<file path="src/rtl/wkup_pkg.sv">
package wkup_pkg;

    // Event kinds; field values 5..7 are reserved and never hit.
    typedef enum logic [2:0] {
        WK_RISE    = 3'd0,
        WK_FALL    = 3'd1,
        WK_EITHER  = 3'd2,
        WK_HELD_HI = 3'd3,
        WK_HELD_LO = 3'd4
    } wk_mode_e;

    // Per-channel static configuration gathered from the flat ports.
    typedef struct packed {
        logic       en;
        logic       filt;
        logic [2:0] mode;
    } wk_cfg_t;

    // Observations made on the channel level in one cycle.
    typedef struct packed {
        logic rise;
        logic fall;
        logic held;
    } wk_obs_t;

    function automatic logic wk_event(logic [2:0] mode, logic lv, wk_obs_t o);
        logic r;
        case (mode)
            WK_RISE:    r = o.rise;
            WK_FALL:    r = o.fall;
            WK_EITHER:  r = o.rise | o.fall;
            WK_HELD_HI: r = o.held & lv;
            WK_HELD_LO: r = o.held & ~lv;
            default:    r = 1'b0;
        endcase
        return r;
    endfunction

endpackage

</file>
<file path="src/rtl/wkup_pad_filter.sv">
module wkup_pad_filter #(
    parameter int NUM_PADS = 8,
    parameter int SEL_W    = 3,
    parameter int FILT_CYC = 4
) (
    input  logic                clk,
    input  logic                rst,
    input  logic [NUM_PADS-1:0] pad_i,
    input  logic [SEL_W-1:0]    sel_i,
    input  logic                filt_en_i,
    output logic                lv_o
);

    logic pick;
    logic raw_q;
    logic deb;

    assign pick = pad_i[sel_i];

    always_ff @(posedge clk) begin
        if (rst) raw_q <= 1'b0;
        else     raw_q <= pick;
    end

    generate
        if (FILT_CYC >= 2) begin : g_deb
            logic [FILT_CYC-1:0] hist_q;
            logic [FILT_CYC-1:0] hist_d;
            logic                deb_q;
            logic                deb_d;

            assign hist_d = {hist_q[FILT_CYC-2:0], pick};

            always_comb begin
                if (&hist_d)       deb_d = 1'b1;
                else if (~|hist_d) deb_d = 1'b0;
                else               deb_d = deb_q;
            end

            always_ff @(posedge clk) begin
                if (rst) begin
                    hist_q <= '0;
                    deb_q  <= 1'b0;
                end else begin
                    hist_q <= hist_d;
                    deb_q  <= deb_d;
                end
            end

            assign deb = deb_q;


            deb_settle_chk: assert property (@(posedge clk) disable iff (rst)
                (deb_q != $past(deb_q)) |-> (($past(pick) == deb_q) && ($past(pick, 2) == deb_q)));
        end else begin : g_nodeb
            assign deb = raw_q;
        end
    endgenerate

    assign lv_o = filt_en_i ? deb : raw_q;

endmodule

</file>
<file path="src/rtl/wkup_event.sv">
module wkup_event #(
    parameter int CNT_W = 8
) (
    input  logic             clk,
    input  logic             rst,
    input  logic             lv_i,
    input  logic             en_i,
    input  logic [2:0]       mode_i,
    input  logic [CNT_W-1:0] thr_i,
    output logic             hit_o
);
    import wkup_pkg::*;

    localparam int                RUN_W   = CNT_W + 1;
    localparam logic [RUN_W-1:0]  RUN_MAX = '1;
    localparam logic [RUN_W-1:0]  RUN_ONE = RUN_W'(1);

    logic             prev_q;
    logic [RUN_W-1:0] run_q;
    logic [RUN_W-1:0] run_d;
    logic [RUN_W-1:0] eff;
    logic             steady;
    wk_obs_t          obs;

    assign eff    = (thr_i == '0) ? RUN_ONE : {1'b0, thr_i};
    assign steady = (lv_i == prev_q);

    always_comb begin
        if (!steady)              run_d = RUN_ONE;
        else if (run_q != RUN_MAX) run_d = run_q + RUN_ONE;
        else                      run_d = run_q;
    end

    always_ff @(posedge clk) begin
        if (rst) begin
            prev_q <= 1'b0;
            run_q  <= '0;
        end else begin
            prev_q <= lv_i;
            run_q  <= run_d;
        end
    end

    assign obs.rise = lv_i & ~prev_q;
    assign obs.fall = ~lv_i & prev_q;
    assign obs.held = steady && (run_q == eff);

    assign hit_o = en_i & wk_event(mode_i, lv_i, obs);


    held_once_chk: assert property (@(posedge clk) disable iff (rst)
        obs.held |=> (!obs.held || !$stable(thr_i)));


    off_quiet_chk: assert property (@(posedge clk) disable iff (rst)
        (!en_i || (mode_i > 3'd4)) |-> !hit_o);


    rise_real_chk: assert property (@(posedge clk) disable iff (rst)
        (hit_o && (mode_i == WK_RISE)) |-> (lv_i && !$past(lv_i)));

endmodule

</file>
<file path="src/rtl/wkup_cause.sv">
module wkup_cause #(
    parameter int NUM_DET = 4
) (
    input  logic               clk,
    input  logic               rst,
    input  logic [NUM_DET-1:0] hit_i,
    input  logic               wr_i,
    input  logic [NUM_DET-1:0] clr_i,
    output logic [NUM_DET-1:0] cause_o,
    output logic               wake_o
);

    logic [NUM_DET-1:0] cause_q;

    always_ff @(posedge clk) begin
        if (rst)       cause_q <= '0;
        else if (wr_i) cause_q <= cause_q & ~clr_i;
        else           cause_q <= cause_q | hit_i;
    end

    assign cause_o = cause_q;
    assign wake_o  = |cause_q;


    clr_mask_chk: assert property (@(posedge clk) disable iff (rst)
        wr_i |=> ((cause_o & $past(clr_i)) == '0));


    wr_noset_chk: assert property (@(posedge clk) disable iff (rst)
        wr_i |=> ((cause_o & ~$past(cause_o)) == '0));


    sticky_chk: assert property (@(posedge clk) disable iff (rst)
        !wr_i |=> (($past(cause_o) & ~cause_o) == '0));


    wake_src_chk: assert property (@(posedge clk) disable iff (rst)
        $rose(wake_o) |-> ($past(|hit_i) && !$past(wr_i)));

endmodule

</file>
<file path="src/rtl/wkup_detect_top.sv">
module wkup_detect_top #(
    parameter int NUM_PADS = 8,
    parameter int NUM_DET  = 4,
    parameter int CNT_W    = 8,
    parameter int FILT_CYC = 4
) (
    input  logic                                clk,
    input  logic                                rst,
    input  logic [NUM_PADS-1:0]                 pad_i,
    input  logic [NUM_DET-1:0]                  det_en_i,
    input  logic [NUM_DET-1:0]                  det_filt_i,
    input  logic [NUM_DET*3-1:0]                det_mode_i,
    input  logic [NUM_DET*CNT_W-1:0]            det_thr_i,
    input  logic [NUM_DET*$clog2(NUM_PADS)-1:0] det_sel_i,
    input  logic                                cause_wr_i,
    input  logic [NUM_DET-1:0]                  cause_clr_i,
    output logic [NUM_DET-1:0]                  cause_o,
    output logic                                wake_req_o
);
    import wkup_pkg::*;

    localparam int SEL_W = $clog2(NUM_PADS);

    wk_cfg_t            cfg [NUM_DET];
    logic [NUM_DET-1:0] lv;
    logic [NUM_DET-1:0] hit;

    generate
        for (genvar c = 0; c < NUM_DET; c++) begin : g_ch
            assign cfg[c].en   = det_en_i[c];
            assign cfg[c].filt = det_filt_i[c];
            assign cfg[c].mode = det_mode_i[c*3 +: 3];

            wkup_pad_filter #(
                .NUM_PADS (NUM_PADS),
                .SEL_W    (SEL_W),
                .FILT_CYC (FILT_CYC)
            ) u_filt (
                .clk       (clk),
                .rst       (rst),
                .pad_i     (pad_i),
                .sel_i     (det_sel_i[c*SEL_W +: SEL_W]),
                .filt_en_i (cfg[c].filt),
                .lv_o      (lv[c])
            );

            wkup_event #(
                .CNT_W (CNT_W)
            ) u_evt (
                .clk    (clk),
                .rst    (rst),
                .lv_i   (lv[c]),
                .en_i   (cfg[c].en),
                .mode_i (cfg[c].mode),
                .thr_i  (det_thr_i[c*CNT_W +: CNT_W]),
                .hit_o  (hit[c])
            );
        end
    endgenerate

    wkup_cause #(
        .NUM_DET (NUM_DET)
    ) u_cause (
        .clk     (clk),
        .rst     (rst),
        .hit_i   (hit),
        .wr_i    (cause_wr_i),
        .clr_i   (cause_clr_i),
        .cause_o (cause_o),
        .wake_o  (wake_req_o)
    );


    rst_clean_chk: assert property (@(posedge clk)
        $past(rst) |-> (cause_o == '0 && !wake_req_o));

endmodule

</file>
<file path="config.mk">
export PLATFORM = sky130hd
export DESIGN_NAME = wkup_detect_top
export DESIGN_NICKNAME = d
export VERILOG_FILES = /design/src/rtl/wkup_pkg.sv /design/src/rtl/wkup_pad_filter.sv /design/src/rtl/wkup_event.sv /design/src/rtl/wkup_cause.sv /design/src/rtl/wkup_detect_top.sv
export SDC_FILE = /design/constraint.sdc
export NUM_CORES = 1
export LEC_CHECK = 0
export CAP_MARGIN = 40
export CORE_MARGIN = 4
export CORE_UTILIZATION = 65
export CTS_CLUSTER_SIZE = 8
export DETAILED_ROUTE_END_ITERATION = 12
export DONT_BUFFER_PORTS = 1
export GPL_TIMING_DRIVEN = 0
export PLACE_DENSITY = 0.81
export SYNTH_ARGS = -nofsm -noshare
export SYNTH_HDL_FRONTEND = slang
export SYNTH_SLANG_ARGS = --single-unit
export TNS_END_PERCENT = 20
</file>
<file path="constraint.sdc">
create_clock -name clk -period 3.2 [get_ports clk]
set_input_delay 0.32 -clock clk [delete_from_list [all_inputs] [get_ports clk]]
set_output_delay 0.32 -clock clk [all_outputs]
set_load 0.01 [all_outputs]
</file>
==> run summary <==
The run finished with clean final reports. Along the worst path, the maximum fanout reaches 7. The count of buffers inserted at the top-level ports is 0.

By count the netlist is led by dfxtp_1, nor2_1, xor2_1, xnor2_1. The run gives 0 as the hold buffer count at cts. The wire length of the first global-routing pass was 12000 um; the average detailed-routed wire length per instance was 15.3 um. After synthesis the cells add up to 3520 um2. The run gives 9 as the clock buffer count from CTS. The worst hold-check slack is 0.0963 ns. Among all flip-flop cells after synthesis, the most frequent one is dfxtp_1.

The measured slew at the worst slew-check pin is 0.538 ns, and the power per cell area is 408 nW/um2. Across the routed clock network, the largest skew measured is 0.00615 ns. The later pin in the worst-skew pair is clocked with a latency of 0.33 ns. Row generation in the floorplan step produced 26 rows. The peak per-stage delay on the critical path was 0.41 ns; the achievable clock frequency was 0.509 GHz. The setup path with the least slack is of type flip-flop to flip-flop. In this run the biggest area consumer among cell types represents 34.2% of the synthesized area. The logs give 0.269 mV for the highest ir drop seen on vdd and 39.1% for the global-route track usage on met2. Synthesis instantiated 38 different standard cells from the library. Across all setup checks in the final design, the least slack found is 1.24 ns. In the global route stage, met1 resource usage came out at 26.7%. The classification of the worst-slack hold path was input port to flip-flop. The number of diodes added for antenna fixing came out at 0. The number of clock sinks seen by CTS was 60; the time the final worst path needs with I/O delays and setup was 1.96 ns.

The Yosys step of the flow raised 0 warnings. No sink is reached through more buffers than the 2 on the longest clock path. The die is 81.6 um wide. The fraction of registers with async set or reset after synthesis is 0%. The buffer count from post-CTS setup fixing came out at 0.

The worst path buffer plus inverter count came out at 1. The most used standard cell by instance count after synthesis was dfxtp_1. For met3 alone, demand over resource in global routing was 7.13%. For this design the static power due to leakage is 1.40 nW. In the post-synthesis netlist, the biggest area contributors are dfxtp_1, mux4_1, xor2_1. The total of flip-flops plus latches after synthesis came out at 60. The worst setup path is launched from a flip-flop. The detail route stage leaves a number of antenna-violating nets equal to 0. Walking the worst path, the cells encountered are and3_1 > nand3_1 > nor2_1 > ha_1 > clkbuf_1 > and4b_1 > nand3_1 > xor2_1 > nor2_1.

CTS placed an instance of clkbuf_8 at the clock tree root. The synthesized area divided by synthesized cell count was 8.90 um2; the effective utilization at floorplan was 68.0%. The total area inside the core boundary comes to 5170 um2. At the worst endpoint, the arrival time is 2.17 ns. TritonCTS built the clock tree.

Of the synthesized area, sequential elements account for 34.2%. The post-route netlist has 4.63% of its cells at a drive strength greater than 1. Setup repair after global routing left no endpoint under its margin. The final number of max-transition violations was 0. Entering global routing, the biggest net connects 11 pins. met2 is the most crowded layer.

Maximum level of the CTS H-tree: 3. After technology mapping, the gate count stands at 395. When the netlist entered floorplanning its net count stood at 490. The tools report the detailed-placement wirelength estimate as 5630 um. The number of antenna violations at the first check in global routing is 0, and the remaining max-slew budget at the tightest pin is 64.1%. The number of gates resized after CTS was 0. The tools report the final layout net count as 501. In this design, the largest share of critical-path delay is due to simple AND/OR/NAND/NOR gates. Yosys mapped a number of flops with a built-in enable equal to 0. The floorplan step set the die height to 81.6 um.

The data required time of the worst path is 3.41 ns, and the number of ports placed on the die boundary is 84. The post-route clock period utilization is 61.4%. The overall die area was 6650 um2; the via count of the first global-routing pass was 2782.

For the count of TritonRoute iterations in the first routing pass, the log shows 4. Of all cell types, the one taking the most synthesized area is dfxtp_1. The max-cap check violation count was 0; the clock transition at the registers of the reported paths was 0.06 ns.

The critical-path cell with the highest stage delay was dfxtp_1. After detailed routing, the number of remaining DRC violations is 0. The worst setup path is captured at a flip-flop. Global placement routability congestion: 0.855. Dividing the detail-routed via count by the number of cells gives 6.02. Global routing used 23.2% of the available tracks across all layers. The count of routing violations after the opening detailed-route iteration came out at 124. For the worst-case setup slack after placement, the log shows 1.24 ns. The total grt overflow is 0, and the area overhead of the layout relative to synthesis is 6.76%. The final wirelength was 7330 um; the final count of hold timing violations was 0. After routing, the total negative slack on setup checks comes to 0 ns. Summing over every cut layer, the via total after detailed routing is 2890.

Setup violations remaining at the end of the flow were counted as 0.
stage by stage:
step | cells | cell area [um2] | power (mW) | util (%)
after CTS | 480 | 3750 | 1.54 | 72.6
after floorplan | 395 | 3520 | 0.964 | -
final | 480 | 3750 | 1.53 | 72.6
after global routing | 480 | 3750 | 1.60 | 72.6
after global placement | 465 | 3600 | 0.990 | 69.7
after detailed placement | 465 | 3600 | 1.00 | 69.7
path summary, 6_finish.rpt:
kind	startpoint	to	slack [ns]	depth (start not counted)
worst min register to register	g_ch[2].u_filt.g_deb.hist_q[1]	g_ch[2].u_filt.g_deb.hist_q[2]	0.48	1
worst min-delay path	cause_wr_i	u_cause.cause_o[0]	0.1	1
worst max-delay path	g_ch[0].u_evt.run_q[4]	g_ch[0].u_evt.run_q[7]	1.24	9
worst max register to register	g_ch[0].u_evt.run_q[4]	g_ch[0].u_evt.run_q[7]	1.24	9
cell type report:
type	count	area (um2)
plain buffers	12	45.0
clock buffers	12	135
clock inverters	3	15.0
fillers	409	1420
inverters	13	48.8
multi-input cells	310	2220
flip-flops and latches	60	1200
well taps	70	87.6
layout by cell type, fill, tap and decap left out, drive strengths merged, types with 2 or more instances in the layout:
cell / instances
a21oi: 19
a221oi: 3
a311oi: 2
a31oi: 5
clkbuf: 24
clkinv: 3
dfxtp: 60
ha: 16
inv: 13
mux2: 2
mux2i: 18
mux4: 8
nand2: 19
nand2b: 14
nand3: 16
nand4: 8
nand4b: 2
nor2: 52
nor2b: 16
nor3: 8
nor4: 12
o2111ai: 5
o21ai: 21
or3: 8
xnor2: 22
xor2: 23
report_power, final:
group / total (mW) / switching [mW] / internal (mW) / leakage, nW
clock: 0.548 / 0.274 / 0.273 / 0.0800
sequential: 0.806 / 0.0318 / 0.774 / 0.488
combinational: 0.180 / 0.0859 / 0.0941 / 0.833
total: 1.53 / 0.392 / 1.14 / 1.40
kinds of logic after synthesis:
kind of cell | count (synthesis) | share of synthesized area, %
compound gates | 58 | 9.93
xor+xnor | 45 | 11.2
fa+ha+maj | 16 | 5.69
buf+inv | 25 | 2.67
flops | 60 | 34.2
mux | 28 | 12.0
simple gates | 163 | 24.4
metal layers:
metal,up-vias,wire length (um)
li1,1444,-
met1,1345,3060
met2,87,3490
met3,14,605
met4,0,166
met5,-,0
flip-flops by register name, indices dropped and copies added, names as in the netlist:
| register | flops |
|---|---|
| g_ch.u_evt.prev_q | 4 |
| g_ch.u_evt.run_q | 36 |
| g_ch.u_filt.deb | 4 |
| g_ch.u_filt.g_deb.hist_q | 12 |
| u_cause.cause_o | 4 |
worst register-to-register path: stages, from the launching register on:
cell	delay [ns]
dfxtp_1	0.41
and3_1	0.21
nand3_1	0.11
nor2_1	0.14
ha_1	0.15
clkbuf_1	0.26
and4b_1	0.28
nand3_1	0.10
xor2_1	0.14
nor2_1	0.05
No activity file was read; power rests on OpenSTA's default activity.
